--- src/rtl/fpa_pkg.sv ---
package fpa_pkg;
  typedef enum logic [1:0] {
    NORM_SHL  = 2'd0,
    NORM_SHR  = 2'd1,
    NORM_ZERO = 2'd2
  } norm_e;
endpackage

--- src/rtl/fpa_cmp.sv ---
module fpa_cmp #(
  parameter int FRAC_W = 24,
  parameter int EXP_W  = 8,
  localparam int TW    = EXP_W + 1
) (
  input  logic              clk_i,
  input  logic              rst_ni,
  input  logic              valid_i,
  input  logic              op_sub_i,
  input  logic              a_sign_i,
  input  logic [FRAC_W-1:0] a_frac_i,
  input  logic [EXP_W-1:0]  a_exp_i,
  input  logic              b_sign_i,
  input  logic [FRAC_W-1:0] b_frac_i,
  input  logic [EXP_W-1:0]  b_exp_i,
  output logic              valid_o,
  output logic              a_sign_o,
  output logic [FRAC_W-1:0] a_frac_o,
  output logic              b_sign_o,
  output logic [FRAC_W-1:0] b_frac_o,
  output logic              b_small_o,
  output logic [TW-1:0]     shift_o,
  output logic [EXP_W-1:0]  exp_o
);
  logic signed [TW-1:0] diff;
  logic                 b_small;
  logic [TW-1:0]        shift_d;
  logic [EXP_W-1:0]     exp_d;

  always_comb begin
    diff    = $signed({a_exp_i[EXP_W-1], a_exp_i}) - $signed({b_exp_i[EXP_W-1], b_exp_i});
    b_small = ~diff[TW-1];
    shift_d = b_small ? diff : -diff;
    exp_d   = b_small ? a_exp_i : b_exp_i;
  end

  always_ff @(posedge clk_i or negedge rst_ni) begin
    if (!rst_ni) begin
      valid_o   <= 1'b0;
      a_sign_o  <= 1'b0;
      a_frac_o  <= '0;
      b_sign_o  <= 1'b0;
      b_frac_o  <= '0;
      b_small_o <= 1'b0;
      shift_o   <= '0;
      exp_o     <= '0;
    end else begin
      valid_o   <= valid_i;
      a_sign_o  <= a_sign_i;
      a_frac_o  <= a_frac_i;
      b_sign_o  <= b_sign_i ^ op_sub_i;
      b_frac_o  <= b_frac_i;
      b_small_o <= b_small;
      shift_o   <= shift_d;
      exp_o     <= exp_d;
    end
  end

  // larger exponent is kept as working exponent
  AST_EXP_MAX: assert property (@(posedge clk_i) disable iff (!rst_ni)
    valid_i |=> ($signed(exp_o) >= $signed($past(a_exp_i))) && ($signed(exp_o) >= $signed($past(b_exp_i))));
endmodule

--- src/rtl/fpa_align.sv ---
module fpa_align #(
  parameter int FRAC_W = 24,
  parameter int EXP_W  = 8,
  localparam int TW    = EXP_W + 1
) (
  input  logic              clk_i,
  input  logic              rst_ni,
  input  logic              valid_i,
  input  logic              a_sign_i,
  input  logic [FRAC_W-1:0] a_frac_i,
  input  logic              b_sign_i,
  input  logic [FRAC_W-1:0] b_frac_i,
  input  logic              b_small_i,
  input  logic [TW-1:0]     shift_i,
  input  logic [EXP_W-1:0]  exp_i,
  output logic              valid_o,
  output logic              big_sign_o,
  output logic [FRAC_W-1:0] big_frac_o,
  output logic              small_sign_o,
  output logic [FRAC_W-1:0] small_frac_o,
  output logic [EXP_W-1:0]  exp_o
);
  localparam logic [TW-1:0] FW_T = TW'(FRAC_W);

  logic              big_sign, small_sign;
  logic [FRAC_W-1:0] big_frac, small_raw, small_sh;

  always_comb begin
    big_sign   = b_small_i ? a_sign_i : b_sign_i;
    big_frac   = b_small_i ? a_frac_i : b_frac_i;
    small_sign = b_small_i ? b_sign_i : a_sign_i;
    small_raw  = b_small_i ? b_frac_i : a_frac_i;
    small_sh   = (shift_i >= FW_T) ? '0 : (small_raw >> shift_i);
  end

  always_ff @(posedge clk_i or negedge rst_ni) begin
    if (!rst_ni) begin
      valid_o      <= 1'b0;
      big_sign_o   <= 1'b0;
      big_frac_o   <= '0;
      small_sign_o <= 1'b0;
      small_frac_o <= '0;
      exp_o        <= '0;
    end else begin
      valid_o      <= valid_i;
      big_sign_o   <= big_sign;
      big_frac_o   <= big_frac;
      small_sign_o <= small_sign;
      small_frac_o <= small_sh;
      exp_o        <= exp_i;
    end
  end

  AST_FAR_ZERO: assert property (@(posedge clk_i) disable iff (!rst_ni)
    (valid_i && shift_i >= FW_T) |=> (small_frac_o == '0));
endmodule

--- src/rtl/fpa_addsub.sv ---
module fpa_addsub #(
  parameter int FRAC_W = 24,
  parameter int EXP_W  = 8
) (
  input  logic              clk_i,
  input  logic              rst_ni,
  input  logic              valid_i,
  input  logic              big_sign_i,
  input  logic [FRAC_W-1:0] big_frac_i,
  input  logic              small_sign_i,
  input  logic [FRAC_W-1:0] small_frac_i,
  input  logic [EXP_W-1:0]  exp_i,
  output logic              valid_o,
  output logic              sign_o,
  output logic [FRAC_W:0]   sum_o,
  output logic [EXP_W-1:0]  exp_o
);
  logic            same, big_ge;
  logic [FRAC_W:0] sum_d;
  logic            sign_d;

  always_comb begin
    same   = (big_sign_i == small_sign_i);
    big_ge = (big_frac_i >= small_frac_i);
    if (same)        sum_d = {1'b0, big_frac_i} + {1'b0, small_frac_i};
    else if (big_ge) sum_d = {1'b0, big_frac_i - small_frac_i};
    else             sum_d = {1'b0, small_frac_i - big_frac_i};
    sign_d = (same || big_ge) ? big_sign_i : small_sign_i;
  end

  always_ff @(posedge clk_i or negedge rst_ni) begin
    if (!rst_ni) begin
      valid_o <= 1'b0;
      sign_o  <= 1'b0;
      sum_o   <= '0;
      exp_o   <= '0;
    end else begin
      valid_o <= valid_i;
      sign_o  <= sign_d;
      sum_o   <= sum_d;
      exp_o   <= exp_i;
    end
  end

  AST_SIGN_LARGER: assert property (@(posedge clk_i) disable iff (!rst_ni)
    (valid_i && big_sign_i != small_sign_i && small_frac_i > big_frac_i) |=> (sign_o == $past(small_sign_i)));
  AST_SUB_NO_CARRY: assert property (@(posedge clk_i) disable iff (!rst_ni)
    (valid_i && big_sign_i != small_sign_i) |=> !sum_o[FRAC_W]);
endmodule

--- src/rtl/fpa_norm.sv ---
module fpa_norm
  import fpa_pkg::*;
#(
  parameter int FRAC_W = 24,
  parameter int EXP_W  = 8,
  localparam int LZW   = $clog2(FRAC_W)
) (
  input  logic              clk_i,
  input  logic              rst_ni,
  input  logic              valid_i,
  input  logic              sign_i,
  input  logic [FRAC_W:0]   sum_i,
  input  logic [EXP_W-1:0]  exp_i,
  output logic              valid_o,
  output logic              sign_o,
  output logic [FRAC_W-1:0] frac_o,
  output logic [EXP_W-1:0]  exp_o
);
  norm_e             mode;
  logic [LZW-1:0]    lz;
  logic              found;
  logic [FRAC_W-1:0] frac_d;
  logic [EXP_W-1:0]  exp_d;
  logic              sign_d;

  always_comb begin
    lz    = '0;
    found = 1'b0;
    for (int i = FRAC_W - 1; i >= 0; i--) begin
      if (!found && sum_i[i]) begin
        lz    = LZW'(FRAC_W - 1 - i);
        found = 1'b1;
      end
    end
    if (sum_i[FRAC_W]) mode = NORM_SHR;
    else if (!found)   mode = NORM_ZERO;
    else               mode = NORM_SHL;
    case (mode)
      NORM_SHR: begin
        frac_d = sum_i[FRAC_W:1];
        exp_d  = exp_i + EXP_W'(1);
        sign_d = sign_i;
      end
      NORM_ZERO: begin
        frac_d = '0;
        exp_d  = '0;
        sign_d = 1'b0;
      end
      default: begin
        frac_d = sum_i[FRAC_W-1:0] << lz;
        exp_d  = exp_i - EXP_W'(lz);
        sign_d = sign_i;
      end
    endcase
  end

  always_ff @(posedge clk_i or negedge rst_ni) begin
    if (!rst_ni) begin
      valid_o <= 1'b0;
      sign_o  <= 1'b0;
      frac_o  <= '0;
      exp_o   <= '0;
    end else begin
      valid_o <= valid_i;
      sign_o  <= sign_d;
      frac_o  <= frac_d;
      exp_o   <= exp_d;
    end
  end

  AST_NORM_MSB: assert property (@(posedge clk_i) disable iff (!rst_ni)
    (valid_o && frac_o != '0) |-> frac_o[FRAC_W-1]);
  AST_ZERO_CANON: assert property (@(posedge clk_i) disable iff (!rst_ni)
    (valid_o && frac_o == '0) |-> (!sign_o && exp_o == '0));
  AST_CARRY_EXP: assert property (@(posedge clk_i) disable iff (!rst_ni)
    (valid_i && sum_i[FRAC_W]) |=> (exp_o == $past(exp_i) + EXP_W'(1)));
  AST_SHL_EXP: assert property (@(posedge clk_i) disable iff (!rst_ni)
    (valid_i && !sum_i[FRAC_W] && sum_i != '0) |=> ($signed(exp_o) <= $signed($past(exp_i))));
endmodule

--- src/rtl/fp_add_pipe.sv ---
module fp_add_pipe #(
  parameter int FRAC_W = 24,
  parameter int EXP_W  = 8,
  localparam int TW    = EXP_W + 1
) (
  input  logic              clk_i,
  input  logic              rst_ni,
  input  logic              valid_i,
  input  logic              op_sub_i,
  input  logic              a_sign_i,
  input  logic [FRAC_W-1:0] a_frac_i,
  input  logic [EXP_W-1:0]  a_exp_i,
  input  logic              b_sign_i,
  input  logic [FRAC_W-1:0] b_frac_i,
  input  logic [EXP_W-1:0]  b_exp_i,
  output logic              valid_o,
  output logic              sign_o,
  output logic [FRAC_W-1:0] frac_o,
  output logic [EXP_W-1:0]  exp_o
);
  logic              s1_valid, s1_a_sign, s1_b_sign, s1_b_small;
  logic [FRAC_W-1:0] s1_a_frac, s1_b_frac;
  logic [TW-1:0]     s1_shift;
  logic [EXP_W-1:0]  s1_exp;

  logic              s2_valid, s2_big_sign, s2_small_sign;
  logic [FRAC_W-1:0] s2_big_frac, s2_small_frac;
  logic [EXP_W-1:0]  s2_exp;

  logic              s3_valid, s3_sign;
  logic [FRAC_W:0]   s3_sum;
  logic [EXP_W-1:0]  s3_exp;

  fpa_cmp #(.FRAC_W(FRAC_W), .EXP_W(EXP_W)) u_cmp (
    .clk_i, .rst_ni, .valid_i, .op_sub_i,
    .a_sign_i, .a_frac_i, .a_exp_i, .b_sign_i, .b_frac_i, .b_exp_i,
    .valid_o(s1_valid), .a_sign_o(s1_a_sign), .a_frac_o(s1_a_frac),
    .b_sign_o(s1_b_sign), .b_frac_o(s1_b_frac), .b_small_o(s1_b_small),
    .shift_o(s1_shift), .exp_o(s1_exp)
  );

  fpa_align #(.FRAC_W(FRAC_W), .EXP_W(EXP_W)) u_align (
    .clk_i, .rst_ni, .valid_i(s1_valid),
    .a_sign_i(s1_a_sign), .a_frac_i(s1_a_frac),
    .b_sign_i(s1_b_sign), .b_frac_i(s1_b_frac),
    .b_small_i(s1_b_small), .shift_i(s1_shift), .exp_i(s1_exp),
    .valid_o(s2_valid), .big_sign_o(s2_big_sign), .big_frac_o(s2_big_frac),
    .small_sign_o(s2_small_sign), .small_frac_o(s2_small_frac), .exp_o(s2_exp)
  );

  fpa_addsub #(.FRAC_W(FRAC_W), .EXP_W(EXP_W)) u_addsub (
    .clk_i, .rst_ni, .valid_i(s2_valid),
    .big_sign_i(s2_big_sign), .big_frac_i(s2_big_frac),
    .small_sign_i(s2_small_sign), .small_frac_i(s2_small_frac), .exp_i(s2_exp),
    .valid_o(s3_valid), .sign_o(s3_sign), .sum_o(s3_sum), .exp_o(s3_exp)
  );

  fpa_norm #(.FRAC_W(FRAC_W), .EXP_W(EXP_W)) u_norm (
    .clk_i, .rst_ni, .valid_i(s3_valid), .sign_i(s3_sign),
    .sum_i(s3_sum), .exp_i(s3_exp),
    .valid_o, .sign_o, .frac_o, .exp_o
  );

  // cycles since reset, saturating, for the latency check
  logic [2:0] since_rst;
  always_ff @(posedge clk_i or negedge rst_ni) begin
    if (!rst_ni)                  since_rst <= '0;
    else if (since_rst != 3'd4)   since_rst <= since_rst + 3'd1;
  end

  AST_LATENCY: assert property (@(posedge clk_i) disable iff (!rst_ni)
    (since_rst == 3'd4) |-> (valid_o == $past(valid_i, 4)));
endmodule

--- config.mk ---
export PLATFORM = sky130hd
export DESIGN_NAME = fp_add_pipe
export DESIGN_NICKNAME = d
export VERILOG_FILES = /design/src/rtl/fpa_pkg.sv /design/src/rtl/fpa_cmp.sv /design/src/rtl/fpa_align.sv /design/src/rtl/fpa_addsub.sv /design/src/rtl/fpa_norm.sv /design/src/rtl/fp_add_pipe.sv
export SDC_FILE = /design/constraint.sdc
export NUM_CORES = 1
export LEC_CHECK = 0
export BUFFER_PORTS_ARGS = -buffer_cell sky130_fd_sc_hd__buf_2
export CAP_MARGIN = 25
export CORE_MARGIN = 8
export CORE_UTILIZATION = 42
export DETAILED_ROUTE_END_ITERATION = 10
export MAX_ROUTING_LAYER = met4
export PLACE_DENSITY_LB_ADDON = 0.25
export SYNTH_ARGS = -nofsm -noshare
export SYNTH_HDL_FRONTEND = slang
export SYNTH_HIERARCHICAL = 1
export SYNTH_SLANG_ARGS = --single-unit
--- constraint.sdc ---
create_clock -name clk_i -period 5.82 [get_ports clk_i]
set_input_delay 0.873 -clock clk_i [delete_from_list [all_inputs] [get_ports clk_i]]
set_output_delay 0.873 -clock clk_i [all_outputs]
set_load 0.01 [all_outputs]
# Word-level counts from Yosys, hierarchy flattened
# Cells that the tools add are included.
classes:
  shift: 2
  bitwise: 2
  add_sub_neg: 7
  muxes: 62
  mul: 0
  div: 0
  eq_ne: 3
  n_reduce_logical: 47
  order_cmp: 2
op_table:
  columns: ["cell", "count"]
  rows:
  - ["$mux W5", 22]
  - ["$mux W24", 4]
  - ["$pmux W24 S2", 1]
  - ["$sub A24 B24 Y24", 2]
  - ["$mux W1", 29]
  - ["$add A24 B24 Y25", 1]
  - ["$mux W25", 1]
  - ["$ge A24 B24 Y1", 1]
  - ["$shl A24 B5 Y24", 1]
  - ["$shr A24 B9 Y24", 1]
  - ["$logic_and A1 B1 Y1", 23]
  - ["$logic_not A1 Y1", 23]
  - ["$pmux W8 S2", 1]
  - ["$ge A9 B5 Y1 const B", 1]
  - ["$mux W9", 1]
  - ["$neg A9 Y9", 1]
  - ["$sub A8 B8 Y9", 1]
  - ["$add A8 B1 Y8 const B", 1]
  - ["$mux W8", 1]
  - ["$sub A8 B5 Y8", 1]
  - ["$mux W2", 2]
  - ["$eq A2 B1 Y1 const B", 1]
  - ["$eq A2 B2 Y1 const B", 1]
  - ["$eq A1 B1 Y1", 1]
  - ["other kinds (3)", 3]
word_totals:
  latchBits: 0
  output_inout_bits: 34
  reg_bits: 197
  input_bits: 70
  ramBits: 0
  rom_bits: 0
  memories: 0
  wordCells: 147

# Depth between registers and ports, before layout
logic_depth:
  depth_word: 74
  ltp_mapped: 19
  depth_no_buf: 17

# Hierarchy
# Netlist, hierarchy kept.
modules_own_cells:
  columns: ["module", "n_inst", "area_each_um2", "cells_per_inst", "seq_area_each_um2"]
  rows:
  - ["fpa_addsub", 1, 4574.4, 577, 875.8]
  - ["fpa_align", 1, 3998.8, 317, 1476.4]
  - ["fpa_norm", 1, 3052.9, 365, 850.8]
  - ["fpa_cmp", 1, 2386.0, 161, 1726.7]

# Worst setup path after synthesis
# OpenSTA, ideal clock, no wires.
synth_timing:
  kind: "register to register"
  startpoint: "register u_addsub.sum_o[19]"
  endpoint: "register u_norm.exp_o[7]"
  t_arrival_ps: 3761
  period_less_slack_ps: 3913
  t_required_ps: 5668
  path_slack_ps: 1907
  path_stages_with_launch: 19
  n_path_buf: 2
  setup_ps: 152
  path_cell_list: "dfrtp_1 > nor4_2 > nand4_4 > a2111oi_4 > nor3_2 > buf_2 > buf_1 > ha_1 > nor2b_1 > ha_1 > a21o_1 > a21oi_1 > o21bai_1 > a21oi_1 > o21bai_1 > a21oi_1 > xnor2_1 > xnor2_1 > nor2_1"
synth_via:
  elab_chain_len: 63
  elab_cells_between_ends: 85
  cone_classes: "add/sub: 1; eq/ne: 2; mux: 43; reduce/logical: 39"
synth_rtl:
  columns: ["element", "line_no", "source"]
  rows:
  - ["start, declared", "fpa_addsub.sv:15", "output logic [FRAC_W:0] sum_o,"]
  - ["start signal, assigned", "fpa_addsub.sv:40", "sum_o <= sum_d;"]
  - ["$logic_and A1 B1 Y1 *", "fpa_norm.sv:30", "if (!found && sum_i[i]) begin"]
  - ["branches (longest 61 deep; another with $mux W1)", null, null]
  - ["$pmux W8 S2 *", "fpa_norm.sv:38", "case (mode)"]
  - ["net u_norm.exp_d[7]", "fpa_norm.sv:23", "logic [EXP_W-1:0] exp_d;"]
  - ["end signal, assigned", "fpa_norm.sv:67", "exp_o <= exp_d;"]
  - ["end, declared", "fpa_norm.sv:17", "output logic [EXP_W-1:0] exp_o"]
# Mark *: on every way through the listed nets, which the timed path passes.

# Final worst setup path
# Ends and elaborated chain as after synthesis.

==> impl_metrics.ini <==
[route]
viasPerCell = 5.65
dr.pass1.iters = 5
dr_total_vias = 11000
wirelength_mm = 37.0
ant_nets = 0
wl_per_cell_um = 19.1
route.detailed.drc = 0
drtIter0Drc = 904

[finish]
num_antenna_cells = 0
layout.nets = 1648
final_cells = 1942
drive_gt1_share_pct = 18.7
final_cell_mix = dfrtp_1, nand2_1, a21oi_1
layout_commonest_cell = dfrtp_1
fillers = 3235
area_growth_pct = 9.28

[grt]
antenna_found_initial = 0
grt_pass1_wl_mm = 58.7
grt_pass1_vias = 10700
grt_max_degree = 91
grt_use_total_pct = 19.4
grt_overflow = 0

[synth]
synthCells = 1420
synth_enable_flop_cells = 0
synthFlopType = dfrtp_1
synth.avg_cell_area_um2 = 9.87
synth_seq_cells = 197
syn_area_mm2 = 0.0140
synth.distinct_cells = 107
yosys_warnings = 6
synthArstFlopShare_pct = 100
yosysSeqAreaShare_pct = 35.2
synth_nets = 1587

[clock_tree]
cts_tree = built
cts_root_buffer = clkbuf_16
ctsHoldBuffers = 0
clk_latency_ns = 0.45
clockBufferDepth = 2
path_clk_slew_ns = 0.07
numCtsBuffers = 17
ctsResizeCount = 0
cts_htree_levels = 4
cts.sinks = 197
post-cts-setup-buffers = 0

[sta]
fin_crit_ns = 4.18
rsz0062_at_grt = false
final-setup-viol-count = 0
slew-limit-headroom_pct = 27.6
tightest_slew_ns = 1.08
setup_tns_ns = 0
period_share_pct = 71.7
fin_skew_ns = 0.0124
max_freq_mhz = 240
final_hold_viol_count = 0
maxSlewViolCount = 0

[critical_path]
worstPathMaxFanout = 27
end_kind = flop
critPathLaunchType = flop
worstPathRequired_ns = 6.12
cp_data_arrival_time_ns = 4.48
crit_type = flop to flop

[die]
core_mm2 = 0.0332
die_h_um = 199
rows = 67
start_util_pct = 42.2
io_pins = 104
fp.dieW_um = 199
dieArea_mm2 = 0.0395

[placement]
dp_hpwl_mm = 29.1
gp_congestion = 0.972
portBuffers = 103
dp_cells = 1909

[pwr]
powerDensity_mw_per_mm2 = 425
power.leakage_nw = 6.71
peakVddDrop_mv = 0.343

[outcome]
status = complete, no violations

[flow_run]
max-cap-violations = 0

[hold_path]
hold_path_class = flop to flop
synth_stat cells, types with 8 or more instances:
cell type / count / area (um2)
nor2b_1: 19 / 119
buf_4: 10 / 75.1
dfrtp_1: 197 / 4930
xnor2_1: 35 / 307
xor2_1: 11 / 96.3
inv_1: 97 / 364
nand2_1: 120 / 450
nand2b_1: 16 / 100
buf_6: 12 / 135
and3_1: 11 / 68.8
nor2_1: 100 / 375
mux2_2: 48 / 541
mux2i_1: 70 / 701
o21ai_0: 62 / 310
a21oi_1: 107 / 536
o21bai_1: 12 / 90.1
mux4_1: 8 / 210
nand3_1: 20 / 100
buf_2: 25 / 125
o22ai_1: 9 / 56.3
ha_1: 92 / 1150
clkbuf_1: 22 / 82.6
a22oi_1: 8 / 60.1
a211oi_1: 8 / 60.1
o211ai_1: 16 / 120
mux4_2: 29 / 653
nor3_1: 24 / 120
a31oi_1: 21 / 131
or3_1: 8 / 50.1
a21o_1: 10 / 75.1
o21ai_1: 15 / 75.1
state kept, by name, summed over array words and instances (netlist names), 9 cells and up:
register              count
u_cmp/shift_o             9
u_cmp/a_frac_o           24
u_cmp/b_frac_o           24
u_align/big_frac_o       24
u_norm/frac_o            24
u_addsub/sum_o           25
u_align/small_frac_o     24
worst paths after layout:
kind	start	end	slack, ns	cells after the start
setup / recovery	u_addsub/sum_o[19]	u_norm/exp_o[7]	1.65	17
max in group asynchronous	rst_ni	u_cmp/b_small_o	4.12	2
min in group asynchronous	rst_ni	u_norm/valid_o	0.47	1
hold reg to reg	u_addsub/valid_o	u_norm/valid_o	0.35	0
setup reg to reg	u_addsub/sum_o[19]	u_norm/exp_o[7]	1.65	17
hold / removal	u_addsub/valid_o	u_norm/valid_o	0.35	0
worst max-delay path, stage by stage, from the launching register on:
cell,delay (ns)
dfrtp_1,0.47
nor4_2,0.57
and4_1,0.36
nand3_2,0.12
nand2_4,0.33
inv_4,0.14
ha_1,0.30
nor2b_1,0.20
ha_1,0.26
a21o_1,0.15
a21oi_1,0.22
o21bai_1,0.09
a21oi_1,0.21
o21bai_1,0.09
a21oi_1,0.17
xnor2_1,0.15
xnor2_1,0.13
nor2_1,0.05
per-layer routing:
layer  GRT usage (%)  part of all wire (%)  vias to the layer above
li1                -                     -                     5243
met1            24.2                    44                     5329
met2            31.7                    49                      331
met3            2.81                   3.8                       73
met4            7.49                   3.1                        0
met5               -                     0                        -
final cells by class:
class                   instances  area (um2)  share of cell area [%]
clock buffers                  18         429                    2.80
clock inverters                14         140                   0.915
inverters                     100         380                    2.48
multi-input cells            1048        8230                    53.8
flip-flops and latches        197        4930                    32.2
well taps                     448         561                    3.66
repair buffers                117         637                    4.16
kinds of logic after synthesis:
family | synth area share [%]
xor+xnor | 2.88
fa+ha+maj | 8.93
flops | 35.2
buf+inv | 6.24
mux | 15.3
compound gates | 17.4
simple gates | 14.0
power breakdown:
| part | switching [mW] | internal, mW | total (mW) |
|---|---|---|---|
| Combinational | 1.91 | 1.40 | 3.31 |
| Sequential | 0.369 | 1.68 | 2.05 |
| Clock | 0.549 | 0.603 | 1.15 |
| Total | 2.83 | 3.69 | 6.51 |
metrics by stage:
stage	utilization [%]	hold slack, ns	setup slack [ns]	power, mW	instance area (um2)
6_report	46.1	0.350	1.65	6.51	15300
5_1_grt	46.1	0.356	1.34	6.98	15300
2_1_floorplan	-	0.331	1.91	4.47	14000
3_3_place_gp	44.4	0.333	1.69	5.36	14700
4_1_cts	46.1	0.352	1.63	6.54	15300
3_5_place_dp	44.4	0.335	1.64	5.36	14700
No activity file was read; power rests on OpenSTA's default activity.
